File: src/rtl/dirhome_pkg.sv
package dirhome_pkg;

    localparam int NODES = 4;
    localparam int NID_W = 2;
    localparam int CNT_W = $clog2(NODES + 1);

    typedef enum logic [1:0] {
        REQ_RD = 2'd0,
        REQ_WR = 2'd1,
        REQ_WB = 2'd2
    } req_kind_e;

    typedef enum logic [1:0] {
        MSG_DATA      = 2'd0,
        MSG_INV       = 2'd1,
        MSG_FETCH     = 2'd2,
        MSG_FETCH_INV = 2'd3
    } msg_kind_e;

    typedef enum logic [1:0] {
        DS_UNC = 2'd0,
        DS_SHR = 2'd1,
        DS_EXC = 2'd2
    } dstate_e;

    typedef struct packed {
        dstate_e            st;
        logic [NODES-1:0]   vec;
    } dir_ent_t;

    typedef enum logic [1:0] {
        FS_IDLE,
        FS_EVAL,
        FS_INV,
        FS_FETCH
    } fsm_e;

    function automatic logic [NODES-1:0] node_bit(input logic [NID_W-1:0] n);
        return NODES'(1) << n;
    endfunction

endpackage

File: src/rtl/dirhome_pick.sv
module dirhome_pick
    import dirhome_pkg::*;
(
    input  logic [NODES-1:0] vec,
    output logic [NID_W-1:0] idx
);
    // lowest set bit wins
    always_comb begin
        idx = '0;
        for (int i = NODES - 1; i >= 0; i--) begin
            if (vec[i]) idx = NID_W'(i);
        end
    end
endmodule

File: src/rtl/dirhome_ackcnt.sv
module dirhome_ackcnt
    import dirhome_pkg::*;
#(
    parameter int CW = CNT_W
)(
    input  logic             clk,
    input  logic             rst,
    input  logic             load,
    input  logic [CW-1:0]    load_val,
    input  logic             en,
    input  logic [NODES-1:0] acks,
    output logic [CW-1:0]    cnt,
    output logic             zero_next
);
    logic [CW-1:0] dec;
    logic [CW-1:0] nxt;

    always_comb begin
        dec       = en ? CW'($countones(acks)) : '0;
        nxt       = cnt - dec;
        zero_next = (nxt == '0);
    end

    always_ff @(posedge clk) begin
        if (rst)       cnt <= '0;
        else if (load) cnt <= load_val;
        else           cnt <= nxt;
    end
endmodule

File: src/rtl/dirhome_store.sv
module dirhome_store
    import dirhome_pkg::*;
#(
    parameter int IDX_W = 4,
    parameter int DW    = 32,
    localparam int NBLK = 1 << IDX_W
)(
    input  logic             clk,
    input  logic             rst,
    input  logic [IDX_W-1:0] idx,
    input  logic             dir_we,
    input  dir_ent_t         dir_wd,
    input  logic             mem_we,
    input  logic [DW-1:0]    mem_wd,
    output dir_ent_t         ent,
    output logic [DW-1:0]    mem_rd
);
    dir_ent_t      dir_q [NBLK];
    logic [DW-1:0] mem_q [NBLK];

    assign ent    = dir_q[idx];
    assign mem_rd = mem_q[idx];

    always_ff @(posedge clk) begin
        if (rst) begin
            for (int i = 0; i < NBLK; i++) begin
                dir_q[i] <= '{st: DS_UNC, vec: '0};
                mem_q[i] <= '0;
            end
        end else begin
            if (dir_we) dir_q[idx] <= dir_wd;
            if (mem_we) mem_q[idx] <= mem_wd;
        end
    end
endmodule

File: src/rtl/dirhome_ctl.sv
module dirhome_ctl
    import dirhome_pkg::*;
#(
    parameter int          IDX_W   = 4,
    parameter int          DW      = 32,
    parameter logic [1:0]  HOME_ID = 2'd1,
    localparam int         AW      = IDX_W + 2
)(
    input  logic             clk,
    input  logic             rst,
    input  logic             req_valid,
    output logic             req_ready,
    input  logic [1:0]       req_kind,
    input  logic [1:0]       req_src,
    input  logic [AW-1:0]    req_addr,
    input  logic [DW-1:0]    req_data,
    input  logic [3:0]       ack_vec,
    input  logic             fetch_valid,
    input  logic [DW-1:0]    fetch_data,
    output logic             out_valid,
    output logic [1:0]       out_kind,
    output logic [1:0]       out_dst,
    output logic [AW-1:0]    out_addr,
    output logic [DW-1:0]    out_data
);
    fsm_e              st_q, st_d;
    req_kind_e         t_kind;
    logic [NID_W-1:0]  t_src;
    logic [IDX_W-1:0]  t_idx;
    logic [DW-1:0]     t_data;
    logic              t_home;
    logic [NODES-1:0]  inv_mask_q, inv_mask_d;

    dir_ent_t          ent, ent_wr;
    logic              dir_we, mem_we;
    logic [DW-1:0]     mem_wd, mem_rd;

    logic              cnt_load, cnt_zero_next;
    logic [CNT_W-1:0]  cnt_val, cnt_q;

    logic [NID_W-1:0]  own_idx, inv_idx;
    logic [NODES-1:0]  req_bit, others;

    logic              ov_q, ov_d;
    msg_kind_e         ok_q, ok_d;
    logic [NID_W-1:0]  od_q, od_d;
    logic [DW-1:0]     odata_q, odata_d;

    logic              accept;

    assign req_ready = (st_q == FS_IDLE);
    assign accept    = req_valid && req_ready;
    assign req_bit   = node_bit(t_src);
    assign others    = ent.vec & ~req_bit;

    dirhome_store #(.IDX_W(IDX_W), .DW(DW)) u_store (
        .clk(clk), .rst(rst), .idx(t_idx),
        .dir_we(dir_we), .dir_wd(ent_wr),
        .mem_we(mem_we), .mem_wd(mem_wd),
        .ent(ent), .mem_rd(mem_rd)
    );

    dirhome_ackcnt #(.CW(CNT_W)) u_ackcnt (
        .clk(clk), .rst(rst), .load(cnt_load), .load_val(cnt_val),
        .en(st_q == FS_INV), .acks(ack_vec),
        .cnt(cnt_q), .zero_next(cnt_zero_next)
    );

    dirhome_pick u_pick_own (.vec(ent.vec),    .idx(own_idx));
    dirhome_pick u_pick_inv (.vec(inv_mask_q), .idx(inv_idx));

    always_comb begin
        st_d       = st_q;
        dir_we     = 1'b0;
        ent_wr     = ent;
        mem_we     = 1'b0;
        mem_wd     = t_data;
        ov_d       = 1'b0;
        ok_d       = MSG_DATA;
        od_d       = t_src;
        odata_d    = mem_rd;
        inv_mask_d = inv_mask_q;
        cnt_load   = 1'b0;
        cnt_val    = '0;

        unique case (st_q)
            FS_IDLE: if (accept) st_d = FS_EVAL;

            FS_EVAL: begin
                st_d = FS_IDLE;
                if (t_home) begin
                    case (t_kind)
                        REQ_RD: begin
                            if (ent.st == DS_EXC && ent.vec != req_bit) begin
                                ov_d = 1'b1;  ok_d = MSG_FETCH;  od_d = own_idx;
                                st_d = FS_FETCH;
                            end else begin
                                ov_d = 1'b1;
                                if (ent.st != DS_EXC) begin
                                    dir_we     = 1'b1;
                                    ent_wr.st  = DS_SHR;
                                    ent_wr.vec = ent.vec | req_bit;
                                end
                            end
                        end
                        REQ_WR: begin
                            if (ent.st == DS_EXC && ent.vec != req_bit) begin
                                ov_d = 1'b1;  ok_d = MSG_FETCH_INV;  od_d = own_idx;
                                st_d = FS_FETCH;
                            end else if (ent.st == DS_SHR && others != '0) begin
                                inv_mask_d = others;
                                cnt_load   = 1'b1;
                                cnt_val    = CNT_W'($countones(others));
                                st_d       = FS_INV;
                            end else begin
                                ov_d       = 1'b1;
                                dir_we     = 1'b1;
                                ent_wr.st  = DS_EXC;
                                ent_wr.vec = req_bit;
                            end
                        end
                        REQ_WB: begin
                            if (ent.st == DS_EXC && ent.vec == req_bit) begin
                                mem_we     = 1'b1;
                                dir_we     = 1'b1;
                                ent_wr.st  = DS_UNC;
                                ent_wr.vec = '0;
                            end
                        end
                        default: ;
                    endcase
                end
            end

            FS_INV: begin
                if (inv_mask_q != '0) begin
                    ov_d       = 1'b1;
                    ok_d       = MSG_INV;
                    od_d       = inv_idx;
                    inv_mask_d = inv_mask_q & ~node_bit(inv_idx);
                end else if (cnt_zero_next) begin
                    ov_d       = 1'b1;
                    dir_we     = 1'b1;
                    ent_wr.st  = DS_EXC;
                    ent_wr.vec = req_bit;
                    st_d       = FS_IDLE;
                end
            end

            FS_FETCH: begin
                if (fetch_valid) begin
                    mem_we  = 1'b1;
                    mem_wd  = fetch_data;
                    ov_d    = 1'b1;
                    odata_d = fetch_data;
                    dir_we  = 1'b1;
                    if (t_kind == REQ_RD) begin
                        ent_wr.st  = DS_SHR;
                        ent_wr.vec = ent.vec | req_bit;
                    end else begin
                        ent_wr.st  = DS_EXC;
                        ent_wr.vec = req_bit;
                    end
                    st_d = FS_IDLE;
                end
            end

            default: st_d = FS_IDLE;
        endcase
    end

    always_ff @(posedge clk) begin
        if (rst) begin
            st_q       <= FS_IDLE;
            t_kind     <= REQ_RD;
            t_src      <= '0;
            t_idx      <= '0;
            t_data     <= '0;
            t_home     <= 1'b0;
            inv_mask_q <= '0;
            ov_q       <= 1'b0;
            ok_q       <= MSG_DATA;
            od_q       <= '0;
            odata_q    <= '0;
        end else begin
            st_q       <= st_d;
            inv_mask_q <= inv_mask_d;
            ov_q       <= ov_d;
            ok_q       <= ok_d;
            od_q       <= od_d;
            odata_q    <= odata_d;
            if (accept) begin
                t_kind <= req_kind_e'(req_kind);
                t_src  <= req_src;
                t_idx  <= req_addr[IDX_W-1:0];
                t_data <= req_data;
                t_home <= (req_addr[AW-1:AW-2] == HOME_ID);
            end
        end
    end

    assign out_valid = ov_q;
    assign out_kind  = ok_q;
    assign out_dst   = od_q;
    assign out_addr  = {HOME_ID, t_idx};
    assign out_data  = odata_q;

endmodule

File: config.mk
export PLATFORM = sky130hd
export DESIGN_NAME = dirhome_ctl
export DESIGN_NICKNAME = d
export VERILOG_FILES = /design/src/rtl/dirhome_pkg.sv /design/src/rtl/dirhome_pick.sv /design/src/rtl/dirhome_ackcnt.sv /design/src/rtl/dirhome_store.sv /design/src/rtl/dirhome_ctl.sv
export SDC_FILE = /design/constraint.sdc
export NUM_CORES = 1
export LEC_CHECK = 0
export ABC_AREA = 1
export BUFFER_PORTS_ARGS = -buffer_cell sky130_fd_sc_hd__buf_4
export CAP_MARGIN = 20
export CORE_MARGIN = 8
export CORE_UTILIZATION = 40
export DETAILED_ROUTE_END_ITERATION = 6
export PLACE_DENSITY = 0.53
export SLEW_MARGIN = 20
export SYNTH_ARGS = -nofsm -noshare
export SYNTH_HDL_FRONTEND = slang
export SYNTH_SLANG_ARGS = --single-unit
File: constraint.sdc
create_clock -name clk -period 11.9 [get_ports clk]
set_clock_uncertainty 0.2 [all_clocks]
set_input_delay 2.38 -clock clk [delete_from_list [all_inputs] [get_ports clk]]
set_output_delay 2.38 -clock clk [all_outputs]
set_load 0.01 [all_outputs]
# Word-level counts from Yosys, hierarchy flattened
# Memories as Yosys holds them, arrays and structs flattened. A register that Yosys moved wholly into a read port is not among the register bits.
# Cells that the tools add are included.
# totals
elab_cells,162
output_inout_bits,44
register_bits,87
n_memories,2
ram_bits,608
# op_classes
mux,99
n_eq_ne,20
addsub,7
n_reduce_logical,15
n_shift,2
n_bitwise,5
# memory_table
memory,words,word_bits,rd,rd_clocked_by_memory_dff,wr,line,rtl
u_store.mem_q,16,32,1,1,16,dirhome_store.sv:19,logic [DW-1:0] mem_q [NBLK];
u_store.dir_q,16,6,1,1,16,dirhome_store.sv:18,dir_ent_t dir_q [NBLK];
# ops
op,n
32-bit two-way mux,5
6-bit two-way mux,11
2-bit two-way mux,22
4-bit two-way mux,11
6-bit case mux with 3 select lines,2
32-bit OR reduction,1
1-bit two-way mux,30
3-bit two-way mux,7
"2-bit inequality test, second input constant",8
2-bit case mux with 2 select lines,4
1-bit case mux with 3 select lines,3
1-bit by 1-bit adder with 2-bit output,4
4-bit bitwise AND,2
"2-bit by 1-bit equality test with 1-bit output, second input constant",4
"2-bit equality test, second input constant",4
4-bit inverter,2
2-bit case mux with 4 select lines,1
4-bit case mux with 2 select lines,1
4-bit nonzero test,2
"1-bit by 2-bit << shifter with 4-bit output, first input constant",2
6-bit AND reduction,1
6-bit OR reduction,1
4-bit equality test,1
1-bit logical AND,4
other kinds (12),15

# Depth between registers and ports, before layout
# Gate-level depths: netlist (run 1).
# depth
word_depth,15
ltp_mapped,25
mapped_depth_nobuf,22

# Hierarchy
# From an unflattened synthesis (run 1), not the netlist that was laid out.
# hier_totals
hier_cells,3927
area_unflattened_um2,32862.8
# modules_own_cells
mod,area_per_inst_um2,n_inst,seq_area_each_um2,cells_per_inst
dirhome_store,28379.7,1,18257.5,3254
dirhome_ctl,4140.2,1,1681.6,624
dirhome_ackcnt,275.3,1,60.1,37
dirhome_pick,33.8,2,0.0,6

# Least setup slack after synthesis (run 1)
# Ideal clock, no wire load.
# synth_path
path_type,input -> register
start,input ack_vec[2]
end,memory u_store.dir_q[0][4] in the netlist's numbering (data pin)
path_stages,17
slack_ps,6139
arrival_ps,5296
required_time_ps,11435
setup_ps,265
n_path_buf,1
path_cell_list,ha_1 ha_1 fa_1 nand2_1 inv_1 fa_1 xnor2_1 xor2_1 nor2_1 nand2_1 o21ai_0 nand2_1 o21ai_0 nand4_1 o21ai_1 clkbuf_1 nor2_1
# synth_lines
item,line,rtl
"start, declared",dirhome_ctl.sv:17,"input logic [3:0] ack_vec,"
"end, declared",dirhome_store.sv:18,

==> impl_metrics.toml, run 1 <==
[worst_setup_path]
cp.required_ps = 11930
critical_path_arrival_ps = 6880
path_class = "flop to flop"
worst_setup_path_start_kind = "flop"
crit_chain = "buf_12 > o21ai_0 > o211ai_1 > nand3_1 > nand2_1 > inv_1 > ha_1 > nor4_1 > nand3_2 > inv_2 > nand4_2 > a21oi_4 > nand2_2 > nand2_2"
endpoint_kind = "flop"
crit_fanout = 177
path_delay_family = "simple AND/OR/NAND/NOR gates"
critPathMostFrequentCell = "nand2_2"
cp_slowest_stage_delay_ps = 1080
path_buf_inv = 3
cpMaxStageDelayCell = "nand2_2"
rrSetupSlack_ps = 5050

[sta]
drv_slew = 0
setup_viol = 0
fin_crit_sh_pct = 57.6
holdWs_ps = 280
fmax_mhz = 146
final_hold_viol_count = 0
period_minus_slack_ps = 6850
slew_headroom_pct = 25.5
rsz0062_at_grt = "no"
finalSetupTns_ps = 0
worst_pin_slew_ps = 1110

[layout]
regArea_sq_um = 20100
final_cell_mix = "nor2_1 (963), edfxtp_1 (608), o21ai_0 (405)"
multi_input_area_sq_um = 10000
stdcell_count = 4283
drive_gt1_share_pct = 13.2
n_antenna_cell = 0
nets = 3274
nFillCells = 7388
area_delta_synth_final_pct = 12.6
final_common_cell = "nor2_1"

[clock_network]
postCtsResizedCells = 0
cts_buffers = 76
cts_buffer_depth = 3
root_buffer = "clkbuf_16"
insertion_delay_ps = 620
clkTransAtPathRegs_ps = 60
htree_levels = 3
cts_tree = "built"
cts_setup_buffers = 0
cts_hold_buf = 0
cts_sinks = 699

[global_route]
grt_overflow_total = 0
first_global_vias = 23388
grt_max_degree = 178
antenna_found_initial = 0
grt_pass1_wl_mm = 149
track_usage_pct = 21.8

[run]
maxCapViolations = 0

[synth]
ys_types = 46
synthAdderAreaFrac_pct = 0.944
yosys-top-cells-area = "edfxtp_1 (58%), nor2_1 (11%), o21ai_0 (6.4%)"
synth_area_sq_um = 31600
syn_nets = 3293
synth_top_family_by_area = "simple AND/OR/NAND/NOR gates"
ys_seq_elements = 699
ys_seq_area_share_pct = 63.6
synth_ff_type = "edfxtp_1"
netlist.area_leader.share_pct = 57.9
synth_compound_area_share_pct = 12.2
yosysTopAreaCell = "edfxtp_1"
synthMuxAreaShare_pct = 0
async_reset_ff_share_pct = 0
synth_edf_count = 608
synth_cells = 3189
synthXorXnorAreaFrac_pct = 0.0555
synth_area_per_cell_sq_um = 9.89
yosys.area_share.simple_pct = 18.3
ys_warn_count = 0

[drt]
drtIter0Drc = 2494
first_pass_iters = 5
dr_total_vias = 23819
viasPerCell = 5.56
drt.antenna.violating_nets = 0
wl_per_cell_microns = 23.4
drc = 0
routed_wl_mm = 100

[power]
p_leak_uw = 0.0131
pwr_density_cell_nw_per_um2 = 167
ir_drop_mv = 0.0971

[floorplanning]
rows = 103
dieHeight_microns = 297
design.core.area_sq_um = 78500
start_util_pct = 40.2
die_w_microns = 297
ioPinCount = 126
fp.dieArea_sq_um = 88100

[placed_design]
gp_congestion = 0.902
dp_hpwl_mm = 62.1
place_inst = 4142
portBuffers = 123

[outcome]
run_status = "complete, no violations"

[min_path]
hp-class = "flop to flop"
==> flip-flops by register name (all words and copies together) (netlist names), named ones only <==
name and flops:
t_data 32, inv_mask_q 4, t_src 2, st_q 2, u_ackcnt.cnt 3, out_data 32, out_kind 2, u_store.mem_q 512
t_home 1, out_valid 1, t_kind 2, out_dst 2, u_store.dir_q 96, t_idx 4
==> cells by family after synthesis <==
| logic type | count (synthesis) |
|---|---|
| compound gates | 697 |
| xor+xnor | 2 |
| fa+ha+maj | 22 |
| buf+inv | 365 |
| flops | 699 |
| other cells | 2 |
| simple gates | 1402 |
==> synth_stat cells, types with 3 or more instances <==
| master | number |
|---|---|
| nand2_2 | 6 |
| o211ai_1 | 8 |
| o22ai_1 | 155 |
| nand2_1 | 284 |
| buf_2 | 46 |
| a21oi_1 | 85 |
| edfxtp_1 | 608 |
| a21oi_2 | 15 |
| o32ai_1 | 7 |
| buf_4 | 11 |
| inv_1 | 109 |
| buf_1 | 10 |
| o21ai_0 | 405 |
| clkbuf_1 | 179 |
| buf_6 | 4 |
| dfxtp_1 | 91 |
| ha_1 | 19 |
| nand3_2 | 3 |
| nor2_2 | 73 |
| inv_2 | 3 |
| nand3_1 | 43 |
| fa_1 | 3 |
| o221ai_1 | 8 |
| nor2_1 | 964 |
| nand3_4 | 10 |
| nand2_4 | 10 |
| a211oi_1 | 4 |
==> where the power goes <==
| part | total, uW | internal [uW] | switching [uW] |
|---|---|---|---|
| logic | 752 | 192 | 559 |
| registers | 2800 | 2760 | 47.0 |
| clock network | 2380 | 1390 | 992 |
==> metal layers <==
layer,vias to the layer above,global-route usage (%),wire [microns]
met5,-,0,0
met4,0,5.79,2040
met3,124,3.08,6050
met2,843,36.0,47800
met1,11982,30.1,44200
li1,10870,-,-
==> per-stage QoR <==
step	total power, uW	setup slack [ps]	instance area [sq um]	utilization [%]
4_1_cts	5960	5050	35500	45.3
2_1_floorplan	3290	6140	31600	-
3_5_place_dp	3600	5060	33000	42.1
6_report	5930	5050	35500	45.3
3_3_place_gp	3600	5220	33000	42.1
5_1_grt	6130	4670	35500	45.3
==> final timing paths <==
| kind | to | from | depth (start not counted) |
|---|---|---|---|
| max | u_store.mem_q[15][21]$_SDFFCE_PN0P_ | flop | 14 |
| min | t_data[29]$_SDFFE_PP0P_ | t_data[29]$_SDFFE_PP0P_ | 2 |
| max reg2reg | u_store.mem_q[15][21]$_SDFFCE_PN0P_ | flop | 14 |
| min reg2reg | t_data[29]$_SDFFE_PP0P_ | t_data[29]$_SDFFE_PP0P_ | 2 |
==> worst min-delay path: cells and delay by family, from the launching register on <==
| family | cells | cell delay [ps] |
|---|---|---|
| AND/OR/NAND/NOR | 2 | 130 |
| flip-flops | 1 | 320 |
==> area by class of cell <==
cell class / instances / share of cell area [%]
flip-flops and latches: 699 / 56.5
well taps: 1050 / 3.70
inverters: 114 / 1.23
multi-input cells: 2125 / 28.2
repair buffers: 154 / 3.29
clock buffers: 96 / 5.92
clock inverters: 45 / 1.12
(Power assumes the default switching activity.)
==> run 2: changes to the inputs <==
Settings changed: PLACE_DENSITY 0.53 to 0.55.
Clock period 11.9 ns to 5.77 ns, I/O delays scaled along.
==> run 2 against run 1 <==
  * Flip-flop and latch count is the same
  * Critical path depth up 4
  * Die area unchanged
  * Worst setup slack worse by 4400 ps
  * Sequential power is 110% higher
  * Register-to-register slack worse by 4400 ps
  * Global-route usage grew 0.50 points
  * Count of clock-buffer cells in the layout increased by 2
  * Critical path type unchanged
==> impl_metrics.toml, run 2 (synthesis results as in run 1) <==
[sta]
fmax_mhz = 196
slew_headroom_pct = 33.3
fin_crit_sh_pct = 88.2
finalSetupTns_ps = 0
fin_ws_ps = 681
final_hold_viol_count = 0
worst_pin_slew_ps = 1000
setup_viol = 0
rsz0062_at_grt = "no"
drv_slew = 0
period_minus_slack_ps = 5090

[floorplanning]
die_w_microns = 297
rows = 103
design.core.area_sq_um = 78500
ioPinCount = 126
dieHeight_microns = 297
fp.dieArea_sq_um = 88100
start_util_pct = 40.2

[clock_network]
cts_sinks = 699
htree_levels = 3
clkTransAtPathRegs_ps = 60
postCtsResizedCells = 0
cts_tree = "built"
cts_hold_buf = 0
insertion_delay_ps = 620
cts_setup_buffers = 0
cts_buffer_depth = 3
cts_buffers = 74
root_buffer = "clkbuf_16"

[min_path]
hp-class = "flop to flop"
hold_end = "t_data[6]$_SDFFE_PP0P_"
min_from = "t_data[6]$_SDFFE_PP0P_"
min_path_cells = 2

[drt]
first_pass_iters = 5
routed_wl_mm = 102
drt.antenna.violating_nets = 0
drtIter0Drc = 2535
dr_total_vias = 24062
viasPerCell = 5.57
wl_per_cell_microns = 23.6
drc = 0

[layout]
area_delta_synth_final_pct = 13.6
n_antenna_cell = 0
final_common_cell = "nor2_1"
regMostFlops = "u_store.mem_q"
largest_reg_flops = 512
largestRegisters = "u_store.mem_q x512, u_store.dir_q x96"
regArea_sq_um = 20100
stdcell_count = 4320
nFillCells = 7411
drive_gt1_share_pct = 14.0
final_cell_mix = "nor2_1 (963), edfxtp_1 (608), o21ai_0 (405)"
multi_input_area_sq_um = 10000
nets = 3317

[worst_setup_path]
cp_slowest_stage_delay_ps = 560
crit_chain = "inv_4 > o21ai_0 > o221ai_1 > o211ai_1 > nand2_1 > inv_1 > ha_1 > nor4_1 > buf_4 > inv_1 > nand3_2 > nand2_1 > nand2_1 > nand3_2 > o21ai_4 > buf_4 > nand3_4 > nand2_1"
path_class = "flop to flop"
worst_setup_path_start_kind = "flop"
endpoint_kind = "flop"
cpMaxStageDelayCell = "inv_4"
crit_fanout = 59
rrSetupSlack_ps = 680
critical_path_arrival_ps = 5190
timing.rr.end = "u_store.dir_q[6][1]$_SDFFCE_PN0P_"
critPathMostFrequentCell = "nand2_1"
cp.required_ps = 5870
ff2ff_path_depth = 18

[global_route]
grt_max_degree = 111
grt_pass1_wl_mm = 151
grt_overflow_total = 0
track_usage_pct = 22.3
antenna_found_initial = 2
first_global_vias = 23710

[placed_design]
dp_hpwl_mm = 60.4
gp_congestion = 0.889
place_inst = 4187
post-place-ws_ps = 762
portBuffers = 123

[power]
pwr_density_cell_nw_per_um2 = 335
ir_drop_mv = 0.186
p_leak_uw = 0.0133
total_power_uw = 12000

[run]
maxCapViolations = 0

[outcome]
run_status = "complete, no violations"
-- run 2: changes by cell type in the layout (fill, tap and decap cells not counted), moves of 3 or more --
cell,delta
clkinvlp_4,+5
buf_12,+8
bufinv_16,-3
clkinv_2,-12
buf_4,+37
clkbuf_4,-3
clkbuf_1,+7
-- run 2: worst max path at each step --
stage,startpoint,to,cells after the start
CTS,flop,u_store.dir_q[3][1]$_SDFFCE_PN0P_,18
detailed placement,ack_vec[2],u_store.dir_q[9][5]$_SDFFCE_PN0P_,17
finish,flop,u_store.dir_q[6][1]$_SDFFCE_PN0P_,18
global route,flop,u_store.dir_q[12][2]$_SDFFCE_PN0P_,17
floorplan,ack_vec[2],u_store.dir_q[0][4]$_SDFFCE_PN0P_,17
global placement,ack_vec[2],u_store.dir_q[1][5]$_SDFFCE_PN0P_,17
-- run 2: cell type report --
type / instances / area share, %
multi-input cells: 2125 / 28.0
flip-flops and latches: 699 / 56.1
repair buffers: 199 / 4.48
clock buffers: 98 / 5.77
clock inverters: 35 / 0.821
well taps: 1050 / 3.67
inverters: 114 / 1.22
-- run 2: where the power goes --
part / switching, uW / internal [uW] / leakage [uW] / total, uW
clock: 2010 / 2670 / 0.00113 / 4680
sequential: 93.9 / 5680 / 0.00705 / 5770
combinational: 1120 / 419 / 0.00509 / 1540
-- run 2: through the flow --
stage               cell area [sq um]  util [%]  hold slack (ps)
floorplan                       31600         -              255
global placement                33500      42.7              267
detailed placement              33500      42.7              272
CTS                             35800      45.7              285
global route                    35800      45.7              304
finish                          35800      45.7              283
-- run 2: worst max-delay path: cells and delay by family, from the launching register on --
family	cells	cell delay (ps)
AND/OR/NAND/NOR	8	1480
buffers and inverters	5	1230
AO/OA/AOI/OAI	4	1120
flip-flops	1	440
adder cells (fa/ha/maj)	1	280
-- run 2: per-layer routing --
metal / vias to the layer above / part of all wire, % / GRT usage (%)
li1: 10952 / - / -
met1: 11878 / 42 / 29.5
met2: 1029 / 47 / 36.2
met3: 203 / 7.6 / 4.09
met4: 0 / 3.9 / 8.85
met5: - / 0 / 0
==> run 3: changes to the inputs <==
Settings changed: CORE_UTILIZATION 40 to 56, PLACE_DENSITY 0.55 to 0.73.
==> run 3 against run 2 <==
  * Power grew 0.79%
  * Sequential power about the same
  * Global-route usage grew 7.0 points
  * First-iteration DRC count is 38% higher
  * Flip-flop and latch count is the same
  * Final cell count decreased by 7.1%
  * Register-to-register slack lost 90 ps
  * Combinational power shrank 3%
  * Design area shrank 1.3%
  * Wire length fell by 5.9%
  * Sequential share of layout area is 0.75 points higher
  * Die area decreased by 27%
  * Largest cell class unchanged
==> impl_metrics.toml, run 3 (synthesis results as in run 1) <==
[worst_setup_path]
endpoint_kind = "flop"
crit_chain = "buf_4 > o21ai_0 > o211ai_1 > nand3_1 > nand2_1 > inv_1 > ha_1 > nor4_1 > nand3_2 > inv_2 > nand4_2 > a21oi_4 > buf_4 > nand2_4 > nand2_2 > buf_4"
path_delay_family = "buffers and inverters"
path_buf_inv = 5
path_class = "flop to flop"
cp_slowest_stage_delay_ps = 690
cpMaxStageDelayCell = "dfxtp_4"
cp.required_ps = 5810
critical_path_arrival_ps = 5220
worst_setup_path_start_kind = "flop"
crit_fanout = 50
critPathMostFrequentCell = "buf_4"

[clock_network]
cts_buffers = 74
root_buffer = "clkbuf_16"
htree_levels = 3
cts_buffer_depth = 3
cts_tree = "built"
cts_sinks = 699
postCtsResizedCells = 0
cts_hold_buf = 0
cts_setup_buffers = 0
clkTransAtPathRegs_ps = 60
insertion_delay_ps = 630

[floorplanning]
die_w_microns = 253
design.core.area_sq_um = 56100
start_util_pct = 56.3
dieHeight_microns = 253
ioPinCount = 126
rows = 87
fp.dieArea_sq_um = 64200

[run]
maxCapViolations = 0

[placed_design]
dp_hpwl_mm = 53.8
portBuffers = 123
placed_area_sq_um = 32900
gp_congestion = 0.930
place_inst = 3880

[power]
ir_drop_mv = 0.196
pwr_density_cell_nw_per_um2 = 342
p_leak_uw = 0.0132
total_power_uw = 12100

[drt]
routed_wl_mm = 96.0
drtIter0Drc = 3493
drc = 0
drt.antenna.violating_nets = 0
viasPerCell = 6.16
wl_per_cell_microns = 23.9
first_pass_iters = 6
dr_total_vias = 24723

[layout]
area_delta_synth_final_pct = 12.1
drive_gt1_share_pct = 13.6
stdcell_count = 4015
largestRegisters = "u_store.mem_q x512, u_store.dir_q x96"
final_common_cell = "nor2_1"
nets = 3304
regMostFlops = "u_store.mem_q"
final_cell_mix = "nor2_1 (963), edfxtp_1 (608), o21ai_0 (405)"
largest_reg_flops = 512
finalInstanceArea_sq_um = 35400
n_antenna_cell = 0

[sta]
fmax_mhz = 193
fin_crit_sh_pct = 89.8
final_hold_viol_count = 0
rsz0062_at_grt = "no"
finalSetupTns_ps = 0
drv_slew = 0
holdWs_ps = 283
worst_pin_slew_ps = 1140
period_minus_slack_ps = 5180
setup_viol = 0
slew_headroom_pct = 23.9

[outcome]
run_status = "complete, no violations"

[global_route]
track_usage_pct = 29.3
grt_pass1_wl_mm = 143
first_global_vias = 23993
antenna_found_initial = 1
grt_overflow_total = 0
grt_max_degree = 107

[min_path]
hp-class = "flop to flop"
## run 3: changes by cell type in the layout (fill, tap and decap cells not counted), sizes merged
cell and delta:
buf -13, clkinvlp -5, clkinv +4, bufinv +3, clkbuf -1, inv +1
## run 3: area by class of cell
type / instances / area (sq um)
fillers: 4464 / 20700
flip-flops and latches: 699 / 20100
clock buffers: 97 / 2100
repair buffers: 186 / 1450
clock inverters: 38 / 332
multi-input cells: 2125 / 10000
well taps: 756 / 946
inverters: 114 / 438
## run 3: stage by stage
step	worst slack [ps]	utilization, %
floorplan	1230	-
global placement	589	58.7
detailed placement	602	58.7
CTS	682	63.1
global route	417	63.1
finish	591	63.1
## run 3: path summary, 6_finish.rpt
path                      startpoint                                 end  slack, ps  depth (start not counted)
min reg2reg  t_data[23]$_SDFFE_PP0P_             t_data[23]$_SDFFE_PP0P_        280                          2
max reg2reg                     flop  u_store.mem_q[0][18]$_SDFFCE_PN0P_        590                         16
min          t_data[23]$_SDFFE_PP0P_             t_data[23]$_SDFFE_PP0P_        280                          2
max                             flop  u_store.mem_q[0][18]$_SDFFCE_PN0P_        590                         16
## run 3: worst register-to-register path: stages, from the launching register on
cell	delay (ps)
dfxtp_4	690
buf_4	410
o21ai_0	150
o211ai_1	140
nand3_1	100
nand2_1	210
inv_1	150
ha_1	300
nor4_1	550
nand3_2	170
inv_2	80
nand4_2	100
a21oi_4	570
buf_4	300
nand2_4	60
nand2_2	60
buf_4	570
## run 3: metal layers
metal / wire length [microns] / track usage (%) / part of all wire (%) / vias up
met3: 11800 / 6.90 / 12 / 277
met2: 44600 / 46.3 / 46 / 1659
li1: - / - / - / 10917
met4: 3730 / 12.4 / 3.9 / 2
met1: 35900 / 38.8 / 37 / 11868
met5: 8 / 0 / 0.0083 / -
## run 3: power by group
part           total [uW]  internal [uW]  switching (uW)
combinational        1500            411            1090
clock                4810           2820            1990
sequential           5770           5680            89.6
total               12100           8920            3170
